===== config.mk =====
export PLATFORM = sky130hd
export DESIGN_NAME = fetch_stall_ctrl
export DESIGN_NICKNAME = d
export VERILOG_FILES = /design/src/rtl/fs_pkg.sv /design/src/rtl/fs_branch_classify.sv /design/src/rtl/fs_stall_fsm.sv /design/src/rtl/fs_pc_reload.sv /design/src/rtl/fetch_stall_ctrl.sv
export SDC_FILE = /design/constraint.sdc
export NUM_CORES = 1
export LEC_CHECK = 0
export CORE_MARGIN = 2
export CORE_UTILIZATION = 37
export DETAILED_ROUTE_END_ITERATION = 6
export GPL_TIMING_DRIVEN = 0
export MAX_ROUTING_LAYER = met4
export PLACE_DENSITY = 0.82
export SLEW_MARGIN = 20
export SYNTH_ARGS = -nofsm -noshare
export SYNTH_HDL_FRONTEND = slang
export SYNTH_SLANG_ARGS = --single-unit

===== constraint.sdc =====
create_clock -name clk -period 1.2 [get_ports clk]
set_input_delay 0.3 -clock clk [delete_from_list [all_inputs] [get_ports clk]]
set_output_delay 0.3 -clock clk [all_outputs]
set_load 0.005 [all_outputs]

===== src/rtl/fs_pkg.sv =====
package fs_pkg;
  typedef enum logic [1:0] {
    FS_RUN  = 2'd0,
    FS_WAIT = 2'd1,
    FS_LOAD = 2'd2
  } fs_state_e;

  // Stall is needed for a conditional branch when the predictor is off or wrong.
  function automatic logic fs_needs_stall(input logic is_cond, input logic pred_en,
                                          input logic pred, input logic actual);
    return is_cond & (~pred_en | (pred ^ actual));
  endfunction
endpackage


===== src/rtl/fs_branch_classify.sv =====
module fs_branch_classify #(
  parameter int KIND_W    = 2,
  parameter int COND_CODE = 1
) (
  input  logic              issue_ok,
  input  logic              valid,
  input  logic [KIND_W-1:0] kind,
  input  logic              pred_en,
  input  logic              pred,
  input  logic              actual,
  output logic              stall_evt
);
  import fs_pkg::*;
  localparam logic [KIND_W-1:0] COND_K = KIND_W'(COND_CODE);

  logic is_cond;
  assign is_cond   = (kind == COND_K);
  assign stall_evt = issue_ok & valid & fs_needs_stall(is_cond, pred_en, pred, actual);

  // a non-conditional kind never requests a stall
  always_comb a_r2_noncond_no_stall: assert (!(valid && !is_cond && stall_evt));
endmodule


===== src/rtl/fs_stall_fsm.sv =====
module fs_stall_fsm (
  input  logic clk,
  input  logic rst_n,
  input  logic stall_evt,
  input  logic resolve,
  output logic fetch_en,
  output logic reload,
  output logic waiting
);
  import fs_pkg::*;
  fs_state_e state_q, state_d;

  always_comb begin
    state_d = state_q;
    unique case (state_q)
      FS_RUN:  if (stall_evt) state_d = FS_WAIT;
      FS_WAIT: if (resolve)   state_d = FS_LOAD;
      FS_LOAD: state_d = FS_RUN;
      default: state_d = FS_RUN;
    endcase
  end

  always_ff @(posedge clk) begin
    if (!rst_n) state_q <= FS_RUN;
    else        state_q <= state_d;
  end

  assign fetch_en = (state_q == FS_RUN);
  assign reload   = (state_q == FS_LOAD);
  assign waiting  = (state_q == FS_WAIT);

  // a stall request holds fetch off in the following cycle
  a_r4_stall_holds: assert property (@(posedge clk) disable iff (!rst_n)
    stall_evt |=> !fetch_en);
  // waiting persists until resolve
  a_r4_wait_until_resolve: assert property (@(posedge clk) disable iff (!rst_n)
    (waiting && !resolve) |=> waiting);
  // reload is a single cycle followed by fetch
  a_r7_reload_then_run: assert property (@(posedge clk) disable iff (!rst_n)
    reload |=> (fetch_en && !reload));
endmodule


===== src/rtl/fs_pc_reload.sv =====
module fs_pc_reload #(
  parameter int PC_W = 32
) (
  input  logic            clk,
  input  logic            rst_n,
  input  logic            capture,
  input  logic [PC_W-1:0] target,
  output logic [PC_W-1:0] pc_q
);
  always_ff @(posedge clk) begin
    if (!rst_n)       pc_q <= '0;
    else if (capture) pc_q <= target;
  end

  // the held PC is the target taken with the capture
  a_r6_target_held: assert property (@(posedge clk) disable iff (!rst_n)
    capture |=> (pc_q == $past(target)));
endmodule


===== src/rtl/fetch_stall_ctrl.sv =====
module fetch_stall_ctrl #(
  parameter int PC_W      = 32,
  parameter int KIND_W    = 2,
  parameter int COND_CODE = 1
) (
  input  logic              clk,
  input  logic              rst_n,
  input  logic              pred_en_i,
  input  logic              fe_valid_i,
  input  logic [KIND_W-1:0] fe_kind_i,
  input  logic              pred_taken_i,
  input  logic              actual_taken_i,
  input  logic              ex_resolve_i,
  input  logic [PC_W-1:0]   ex_target_i,
  output logic              pc_wr_o,
  output logic [PC_W-1:0]   pc_wr_data_o,
  output logic              fetch_en_o
);
  logic stall_evt, fetch_en, reload, waiting, capture;

  fs_branch_classify #(.KIND_W(KIND_W), .COND_CODE(COND_CODE)) u_classify (
    .issue_ok (fetch_en),
    .valid    (fe_valid_i),
    .kind     (fe_kind_i),
    .pred_en  (pred_en_i),
    .pred     (pred_taken_i),
    .actual   (actual_taken_i),
    .stall_evt(stall_evt)
  );

  fs_stall_fsm u_fsm (
    .clk      (clk),
    .rst_n    (rst_n),
    .stall_evt(stall_evt),
    .resolve  (ex_resolve_i),
    .fetch_en (fetch_en),
    .reload   (reload),
    .waiting  (waiting)
  );

  assign capture = waiting & ex_resolve_i;

  fs_pc_reload #(.PC_W(PC_W)) u_reload (
    .clk   (clk),
    .rst_n (rst_n),
    .capture(capture),
    .target(ex_target_i),
    .pc_q  (pc_wr_data_o)
  );

  assign pc_wr_o    = reload;
  assign fetch_en_o = fetch_en;

  // resolve during a stall writes the PC next cycle
  a_r6_resolve_writes: assert property (@(posedge clk) disable iff (!rst_n)
    capture |=> pc_wr_o);
  // no issue while the PC is being written
  a_r7_no_issue_on_write: assert property (@(posedge clk) disable iff (!rst_n)
    pc_wr_o |-> !fetch_en_o);
  // resolve while running changes nothing
  a_r8_stray_resolve: assert property (@(posedge clk) disable iff (!rst_n)
    (fetch_en_o && ex_resolve_i && !stall_evt) |=> (fetch_en_o && !pc_wr_o));
  // a correctly predicted conditional branch keeps fetch running
  a_r3_hit_no_bubble: assert property (@(posedge clk) disable iff (!rst_n)
    (fetch_en_o && fe_valid_i && pred_en_i && (pred_taken_i == actual_taken_i))
      |=> fetch_en_o);
endmodule


==> out/qor.txt, run 1 <==
Mux contribution to synthesized area: 0%
Cell Area, Synth: 1300 sq um
Grt total ovfl: 0
Final WL: 3740 microns
Die height: 63.3 microns
Worst-Margin Slew: 0.243 ns
First-pass GRT wire length: 5450 microns
Critical path required time: 0.90 ns
Post-Synth Simple-Gate Area: 22.9%
Vias in the first global route: 1230
Register area: 723 sq um
Worst setup EP type: output port
Fin. Hold Viols: 0
Hold crit path type: register to register
Max-slew headroom: 83.6%
Final worst path period share: 107%
TritonRoute pass-1 iters: 2
Min Tclk post-route: 1.28 ns
Chip width: 63.3 microns
Worst Path Arrival: 0.98 ns
Fraction of layout cells with a size suffix above 1: 46.3%
Filler instances: 303
End of the worst hold path: u_reload.pc_q[17]
Antenna cells: 0
Final net count: 287
Largest net degree at the start of global routing: 11
Final Slew Violations: 0
Post-synthesis xor/xnor area fraction: 0.672%
R2r endpoint: u_reload.pc_q[3]
Pwr/cell area: 964 nW/um^2
Final instance area: 2360 sq um
Failing checks: setup timing
FMAX: 0.782 GHz
Syn. warnings: 0
CTS tree: yes
RD Place Congestion: 0.710
Crit Path Category: register to output port
CTS H-tree lvls: 2
Register-to-Register Setup Slack: -0.05 ns
Post-Place Setup Slack: -0.371 ns
Post-synthesis cell type count: 17
Syn_nets: 191
P_int: 1.82 mW
CTS Buffer Depth: 2
Hold depth: 2
Clock-pin slew on the worst setup and hold paths: 0.09 ns
GRT Total Usage: 18.0%
Flops & latches, synth: 34
Largest family of logic cells by synthesized area: simple AND/OR/NAND/NOR gates
Clk sinks: 34
Crit Path Max Fanout: 4
DRC viols: 0
Post-Synth Adder-Cell Area: 0%
Complex-gate fraction of the synthesized area: 19.1%
Cts bufs inserted: 5
Clk_skew: 0.00417 ns
Vias per std cell: 4.58
Mean post-synth cell area: 8.68 sq um
Max cap viols: 0
DP Area: 2100 sq um
Initial antenna violation count: 0
Worst R2R Path Depth: 6
I/O Pins: 75
RSZ-0062 raised after global routing: true
Maximum vdd drop: 0.664 mV
Sw frac: 20.1%
Clk Latency, worst-skew pair: 0.32 ns
PortBufs: 74
Hold Crit Start: u_reload.pc_q[17]
Syn Inst Count: 150
Final Setup Violations: 16
Status: finished, violations left
Register area share after synthesis: 52.3%
Wire per inst: 12.8 microns
Startpoint types: register
Hpwl dp: 2390 microns
Flop pwr share: 50.7%
Setup WS post-layout: -0.0786 ns
Combinational Power Share: 12.2%
P_leak: 0.997 nW
Vias after detailed routing: 1336
Initial core utilization: 38.7%
Layout overhead on the synthesized area: 81.6%
Root buffer cell: clkbuf_4
Num rows: 21
ANT nets after route: 0
Area occupied by multi-input gates: 643 sq um
CTS Hold Bufs: 0
Drt initial violations: 41
Core Footprint: 3360 sq um
Net switching power: 0.457 mW
R2r startpoint: u_fsm.state_q[1]
Die Area: 4010 sq um
Clk pwr share: 37.1%
kinds of logic (layout without fill, tap and decap cells):
| family | count (synthesis) | count (layout) |
|---|---|---|
| AND/OR/NAND/NOR | 72 | 72 |
| flip-flops | 34 | 34 |
| buffers and inverters | 10 | 106 |
| AO/OA/AOI/OAI | 33 | 33 |
| XOR/XNOR | 1 | 1 |
cells in the final DEF (no fill, tap or decap), types with 2 or more instances in the layout:
cell type / n
buf_6: 7
buf_2: 4
dfxtp_2: 34
buf_8: 2
a21boi_2: 6
nand2_1: 53
clkbuf_16: 2
buf_4: 10
nand2_4: 6
a21boi_1: 25
clkbuf_2: 27
clkbuf_4: 5
clkdlybuf4s15_1: 7
clkdlybuf4s50_1: 40
nand2_2: 6
stage by stage:
step	cells	TNS (ns)	total power [mW]	utilization (%)	hold WS (ns)
2_1_floorplan	150	0	1.24	-	0.435
3_3_place_gp	270	-10.79	1.42	62.5	0.441
3_5_place_dp	270	-10.77	1.43	62.5	0.448
4_1_cts	284	-0.146	2.28	68.0	0.458
5_1_grt	292	-2.00	2.39	70.3	0.473
6_report	292	-0.253	2.28	70.3	0.453
cell type report:
| cell class | count | area share (%) |
|---|---|---|
| timing repair buffer | 89 | 32.2 |
| sequential | 34 | 30.6 |
| multi-input combinational | 106 | 27.2 |
| buffer | 10 | 4.13 |
| tap | 46 | 2.43 |
| clock buffer | 6 | 2.17 |
| clock inverter | 1 | 1.27 |
critical path, cell delays in order (launching register included):
cell	delay, ns
dfxtp_2	0.36
and2b_1	0.18
buf_2	0.12
per-layer routing:
| metal | GRT usage, % | up-vias | wire, microns | share of wire, % |
|---|---|---|---|---|
| li1 | - | 675 | - | - |
| met1 | 20.8 | 603 | 1570 | 42 |
| met2 | 28.9 | 54 | 1870 | 50 |
| met3 | 6.79 | 4 | 269 | 7.2 |
| met4 | 5.71 | 0 | 29 | 0.77 |
| met5 | - | - | 0 | 0 |
synthesized netlist by cell type:
cell      instances  area (sq um)
and4b_1           1          10.0
a21boi_0         20           150
clkbuf_1          3          11.3
nand2_1          65           244
and2b_1           1          7.51
a31o_2            1          8.76
buf_4             3          22.5
buf_2             2          10.0
buf_6             2          22.5
nor2_1            1          3.75
a21boi_1         12          90.1
and2_1            1          6.26
nand3b_1          1          7.51
dfxtp_1          34           681
xnor2_1           1          8.76
and3b_1           1          8.76
nor4bb_1          1          10.0
flip-flops by register name (all words and copies together), names as in the netlist:
signal,count
u_reload.pc_q,32
u_fsm.state_q,2
power by group through the flow:
stage | Clock [mW] | Sequential (mW) | Combinational [mW]
after floorplan | 0 | 1.18 | 0.0636
after global placement | 0 | 1.18 | 0.246
after detailed placement | 0 | 1.18 | 0.247
after CTS | 0.876 | 1.16 | 0.251
after global routing | 0.936 | 1.16 | 0.299
final | 0.845 | 1.16 | 0.278
how the worst max path moves through the flow:
| stage | startpoint | end | slack [ns] | cells after the start |
|---|---|---|---|---|
| floorplan | u_fsm.state_q[1] | u_fsm.state_q[1] | 0.13 | 4 |
| global placement | rst_n | u_reload.pc_q[23] | -0.36 | 3 |
| detailed placement | rst_n | u_reload.pc_q[29] | -0.37 | 3 |
| CTS | u_fsm.state_q[0] | pc_wr_o | -0.11 | 2 |
| global route | u_fsm.state_q[0] | pc_wr_o | -0.14 | 2 |
| finish | u_fsm.state_q[0] | pc_wr_o | -0.08 | 2 |
repair_timing:
item                                    CTS  global route
buffers inserted                          6             4
resized for setup                       125            71
endpoints found under the setup margin   35            58
cloned                                    1             4
pin swaps                                 1            21
No activity file was read; power rests on OpenSTA's default activity.
==> run 2: changes to the inputs <==
--- a/config.mk
+++ b/config.mk
@@ -5,12 +5,14 @@
 export SDC_FILE = /design/constraint.sdc
 export NUM_CORES = 1
 export LEC_CHECK = 0
+export CAP_MARGIN = 10
 export CORE_MARGIN = 2
 export CORE_UTILIZATION = 37
 export DETAILED_ROUTE_END_ITERATION = 6
 export GPL_TIMING_DRIVEN = 0
 export MAX_ROUTING_LAYER = met4
 export PLACE_DENSITY = 0.82
+export REMOVE_ABC_BUFFERS = 1
 export SLEW_MARGIN = 20
 export SYNTH_ARGS = -nofsm -noshare
 export SYNTH_HDL_FRONTEND = slang
==> run 2 against run 1 <==
The run still ends with setup timing left. Critical path depth unchanged. Register-to-register slack improved by 0.09 ns. Total power decreased by 10%. Clock power fell by 22%. Final cell count is 3.4% lower. Core utilization fell by 7.4 points. Fmax grew 0.21%. Count of clock-buffer cells in the layout rose by 1. Via count is 2.5% lower. Critical endpoint unchanged. Highest routed layer unchanged.
==> out/qor.txt, run 2 (synthesis results as in run 1) <==
Max cap viols: 0
Num rows: 21
Hpwl dp: 2060 microns
Max reg flops: 32
Vias after detailed routing: 1303
Startpoint types: register
Crit Path Max Fanout: 3
Wire per inst: 11.9 microns
Dpl cells: 261
Worst R2R Path Depth: 4
Hold depth: 2
Failing checks: setup timing
Initial antenna violation count: 0
Final worst path period share: 106%
Vias per std cell: 4.62
Clk_skew: 0.00715 ns
Largest regs: u_reload.pc_q: 32 flops, u_fsm.state_q: 2 flops
Fraction of layout cells with a size suffix above 1: 39.4%
CTS Buffer Depth: 2
Clock-pin slew on the worst setup and hold paths: 0.10 ns
Max-slew headroom: 63.9%
ANT nets after route: 0
RSZ-0062 raised after global routing: true
Chip width: 63.3 microns
R2r startpoint: u_fsm.state_q[0]
CTS H-tree lvls: 2
Layout overhead on the synthesized area: 62.3%
Post-Place Setup Slack: -0.886 ns
I/O Pins: 75
GRT Total Usage: 18.2%
End of the worst hold path: u_reload.pc_q[25]
Status: finished, violations left
Crit Path Category: register to output port
R2r endpoint: u_reload.pc_q[24]
Worst-case hold slack: 0.454 ns
Final net count: 276
First-pass GRT wire length: 5600 microns
RD Place Congestion: 0.715
Hold Crit Start: u_reload.pc_q[25]
TritonRoute pass-1 iters: 4
Pwr/cell area: 970 nW/um^2
Vias in the first global route: 1227
Largest net degree at the start of global routing: 36
Worst Path Arrival: 0.98 ns
Clk sinks: 34
Hold crit path type: register to register
Die height: 63.3 microns
FMAX: 0.784 GHz
DRC viols: 0
Setup WS post-layout: -0.0758 ns
Drt initial violations: 63
Most frequent cells in the layout: nand2_1, clkdlybuf4s50_1, dfxtp_2, clkbuf_2, a21boi_1
Grt total ovfl: 0
P_leak: 0.869 nW
Fin. Hold Viols: 0
PortBufs: 74
Worst setup EP type: output port
Maximum vdd drop: 0.532 mV
Initial core utilization: 38.7%
CTS tree: yes
Critical path required time: 0.90 ns
Final Non-Filler Cells: 282
Register with the most flip-flops: u_reload.pc_q
Die Area: 4010 sq um
Most common cell after layout, fill and taps aside: nand2_1
Register-to-Register Setup Slack: 0.04 ns
Final Setup Violations: 2
Antenna cells: 0
Min Tclk post-route: 1.28 ns
Final WL: 3370 microns
Root buffer cell: clkbuf_4
Cts bufs inserted: 5
Clk Latency, worst-skew pair: 0.33 ns
Core Footprint: 3360 sq um
Final Slew Violations: 0
Worst-Margin Slew: 0.541 ns
## run 2: cell count changes in the layout (fill, tap and decap cells not counted), moves of 3 or more
cell,delta
nand2_2,-6
clkdlybuf4s15_1,-7
nand2_1,+12
clkbuf_2,+3
a21boi_2,-6
nand2_4,-6
buf_6,-7
a21boi_0,+8
## run 2: worst max-delay path by stage
stage               slack [ns]          endpoint             start  cells after the start
floorplan                -0.15  u_reload.pc_q[0]  u_fsm.state_q[1]                      3
global placement         -1.01  u_reload.pc_q[0]      ex_resolve_i                      4
detailed placement       -0.89  u_fsm.state_q[0]             rst_n                      3
CTS                      -0.07           pc_wr_o  u_fsm.state_q[0]                      2
global route             -0.14           pc_wr_o  u_fsm.state_q[0]                      2
finish                   -0.08           pc_wr_o  u_fsm.state_q[0]                      2
## run 2: area by class of cell
cell class / count / area, sq um
clock buffers: 7 / 55.1
fillers: 323 / 1250
clock inverters: 1 / 5.00
multi-input cells: 107 / 574
repair buffers: 87 / 697
well taps: 46 / 57.6
flip-flops and latches: 34 / 726
## run 2: report_power, final
part / internal, mW / switching (mW)
clock: 0.284 / 0.372
sequential: 1.14 / 0.00887
combinational: 0.170 / 0.0717
## run 2: metal layers
metal / global-route usage (%) / wire length (microns) / vias up / share of wire [%]
li1: - / - / 657 / -
met1: 21.1 / 1510 / 593 / 45
met2: 30.0 / 1610 / 47 / 48
met3: 6.61 / 218 / 6 / 6.5
met4: 4.08 / 31 / 0 / 0.92
met5: - / 0 / - / 0
## run 2: critical path, cell delays in order, from the launching register on
cell and delay (ns):
dfxtp_2 0.36, and2b_1 0.17, buf_2 0.12
## run 2: timing repair
action	in CTS	in global routing
cloned	1	0
pin swaps	3	1
hold buffers	0	0
endpoints found under the setup margin	68	64
setup buffers	5	7
resized for setup	114	47
## run 2: metrics by stage
step / utilization (%) / TNS, ns / total power, mW / area [sq um]
after floorplan: - / -4.80 / 1.23 / 1240
after global placement: 60.5 / -33.95 / 1.41 / 2030
after detailed placement: 61.0 / -22.20 / 1.42 / 2050
after CTS: 65.8 / -0.430 / 2.07 / 2210
after global routing: 62.9 / -0.277 / 2.16 / 2110
final: 62.9 / -0.105 / 2.05 / 2110
==> run 3: changes to the inputs <==
==> constraint.sdc (replaced) <==
create_clock -name clk -period 1.18 [get_ports clk]
set_input_delay 0.295 -clock clk [delete_from_list [all_inputs] [get_ports clk]]
set_output_delay 0.295 -clock clk [all_outputs]
set_load 0.005 [all_outputs]
==> run 3 against run 2 <==
Global-route usage hardly changed. Total power is 2.0% higher. Non-clock buffer count is 5 higher. Critical path type unchanged. Largest power group unchanged. Cell area is 3.2% higher. Critical path depth stayed put. Register-to-register slack worse by 0.04 ns. Clock skew is 0.0012 ns higher. The flow still finishes with violations (setup timing). Final cell count is 1.8% higher. Setup slack worse by 0.0044 ns. Die area stayed put. Hold slack worse by 0.0024 ns.
==> out/qor.txt, run 3 (synthesis results as in run 1) <==
Worst setup EP type: output port
PortBufs: 74
Setup WS post-layout: -0.0802 ns
Final worst path period share: 107%
Hold depth: 2
Vias in the first global route: 1233
GRT Total Usage: 18.1%
Register with the most flip-flops: u_reload.pc_q
Clk pwr share: 31.7%
Final WL: 3510 microns
Worst-Margin Slew: 0.553 ns
Combinational Power Share: 12.2%
Worst Path Arrival: 0.97 ns
DRC viols: 0
Final Slew Violations: 0
Fraction of layout cells with a size suffix above 1: 41.5%
Vias after detailed routing: 1316
Min Tclk post-route: 1.26 ns
Wire per inst: 12.2 microns
Maximum vdd drop: 0.570 mV
RD Place Congestion: 0.715
Clk Latency, worst-skew pair: 0.33 ns
P_int: 1.63 mW
Status: finished, violations left
Initial antenna violation count: 0
Die height: 63.3 microns
First-pass GRT wire length: 5600 microns
Clock-pin slew on the worst setup and hold paths: 0.10 ns
Clk_skew: 0.00831 ns
Failing checks: setup timing
Flop pwr share: 56.1%
Cts bufs inserted: 5
Clk sinks: 34
Worst-case hold slack: 0.452 ns
I/O Pins: 75
Most frequent cells in the layout: nand2_1, clkdlybuf4s50_1, dfxtp_2, a21boi_1, clkbuf_2
RSZ-0062 raised after global routing: true
FMAX: 0.793 GHz
Largest net degree at the start of global routing: 36
Crit Path Max Fanout: 6
TritonRoute pass-1 iters: 4
Sw frac: 21.9%
Max cap viols: 0
Startpoint types: register
Crit Path Category: register to output port
Final net count: 281
Fin. Hold Viols: 0
Net switching power: 0.459 mW
Critical path required time: 0.88 ns
Core Footprint: 3360 sq um
Hold crit path type: register to register
Max reg flops: 32
Root buffer cell: clkbuf_4
Final Setup Violations: 3
Drt initial violations: 46
Most common cell after layout, fill and taps aside: nand2_1
CTS Buffer Depth: 2
P_leak: 0.910 nW
ANT nets after route: 0
CTS H-tree lvls: 2
Largest regs: u_reload.pc_q: 32 flops, u_fsm.state_q: 2 flops
Layout overhead on the synthesized area: 67.5%
Setup_tns: -0.127 ns
Hpwl dp: 2060 microns
Max-slew headroom: 63.2%
Grt total ovfl: 0
Worst R2R Path Depth: 6
CTS tree: yes
Vias per std cell: 4.59
Chip width: 63.3 microns
Num rows: 21
Die Area: 4010 sq um
Antenna cells: 0
Pwr/cell area: 959 nW/um^2
Initial core utilization: 38.7%
==> run 3: through the flow <==
step,power (mW),std cells,utilization (%),setup WS [ns],instance area [sq um]
2_1_floorplan,1.25,140,-,-0.170,1240
5_1_grt,2.21,287,64.9,-0.151,2180
3_3_place_gp,1.44,260,60.5,-1.02,2030
4_1_cts,2.10,275,65.7,-0.0899,2210
3_5_place_dp,1.44,261,61.0,-0.901,2050
6_report,2.09,287,64.9,-0.0802,2180
==> run 3: power by group through the flow <==
stage	Combinational (mW)	Sequential (mW)	Clock [mW]
after global routing	0.278	1.18	0.757
after CTS	0.248	1.18	0.682
after global placement	0.240	1.20	0
after detailed placement	0.244	1.20	0
final	0.256	1.17	0.663
after floorplan	0.0489	1.20	0
==> run 3: layer usage <==
metal	share of wire [%]	GRT usage, %	vias to the layer above
met3	5.7	6.61	6
met4	0.88	4.08	0
met1	45	20.9	599
met5	0	-	-
met2	48	30.1	45
li1	-	-	666
==> run 3: repair_timing <==
action / CTS / global route
hold buffers: 0 / 0
pin swaps: 3 / 11
cloned: 1 / 2
gates resized for setup: 122 / 54
buffers inserted: 5 / 10
setup endpoints to repair: 68 / 62
==> run 3: worst max-delay path, stage by stage, from the launching register on <==
cell and delay [ns]:
dfxtp_4 0.38, and2b_1 0.15, buf_2 0.12
==> run 3: cell type report <==
class                      count  area, sq um
clock buffer                   7         55.1
multi-input combinational    107          581
timing repair buffer          92          758
tap                           46         57.6
fill                         319         1180
clock inverter                 1         5.00
sequential                    34          726
==> run 3: final timing paths <==
| kind | to | slack [ns] | startpoint |
|---|---|---|---|
| setup / recovery | pc_wr_o | -0.08 | u_fsm.state_q[1] |
| setup reg to reg | u_reload.pc_q[22] | 0 | u_fsm.state_q[0] |
| hold / removal | u_reload.pc_q[20] | 0.45 | u_reload.pc_q[20] |
| hold reg to reg | u_reload.pc_q[20] | 0.45 | u_reload.pc_q[20] |
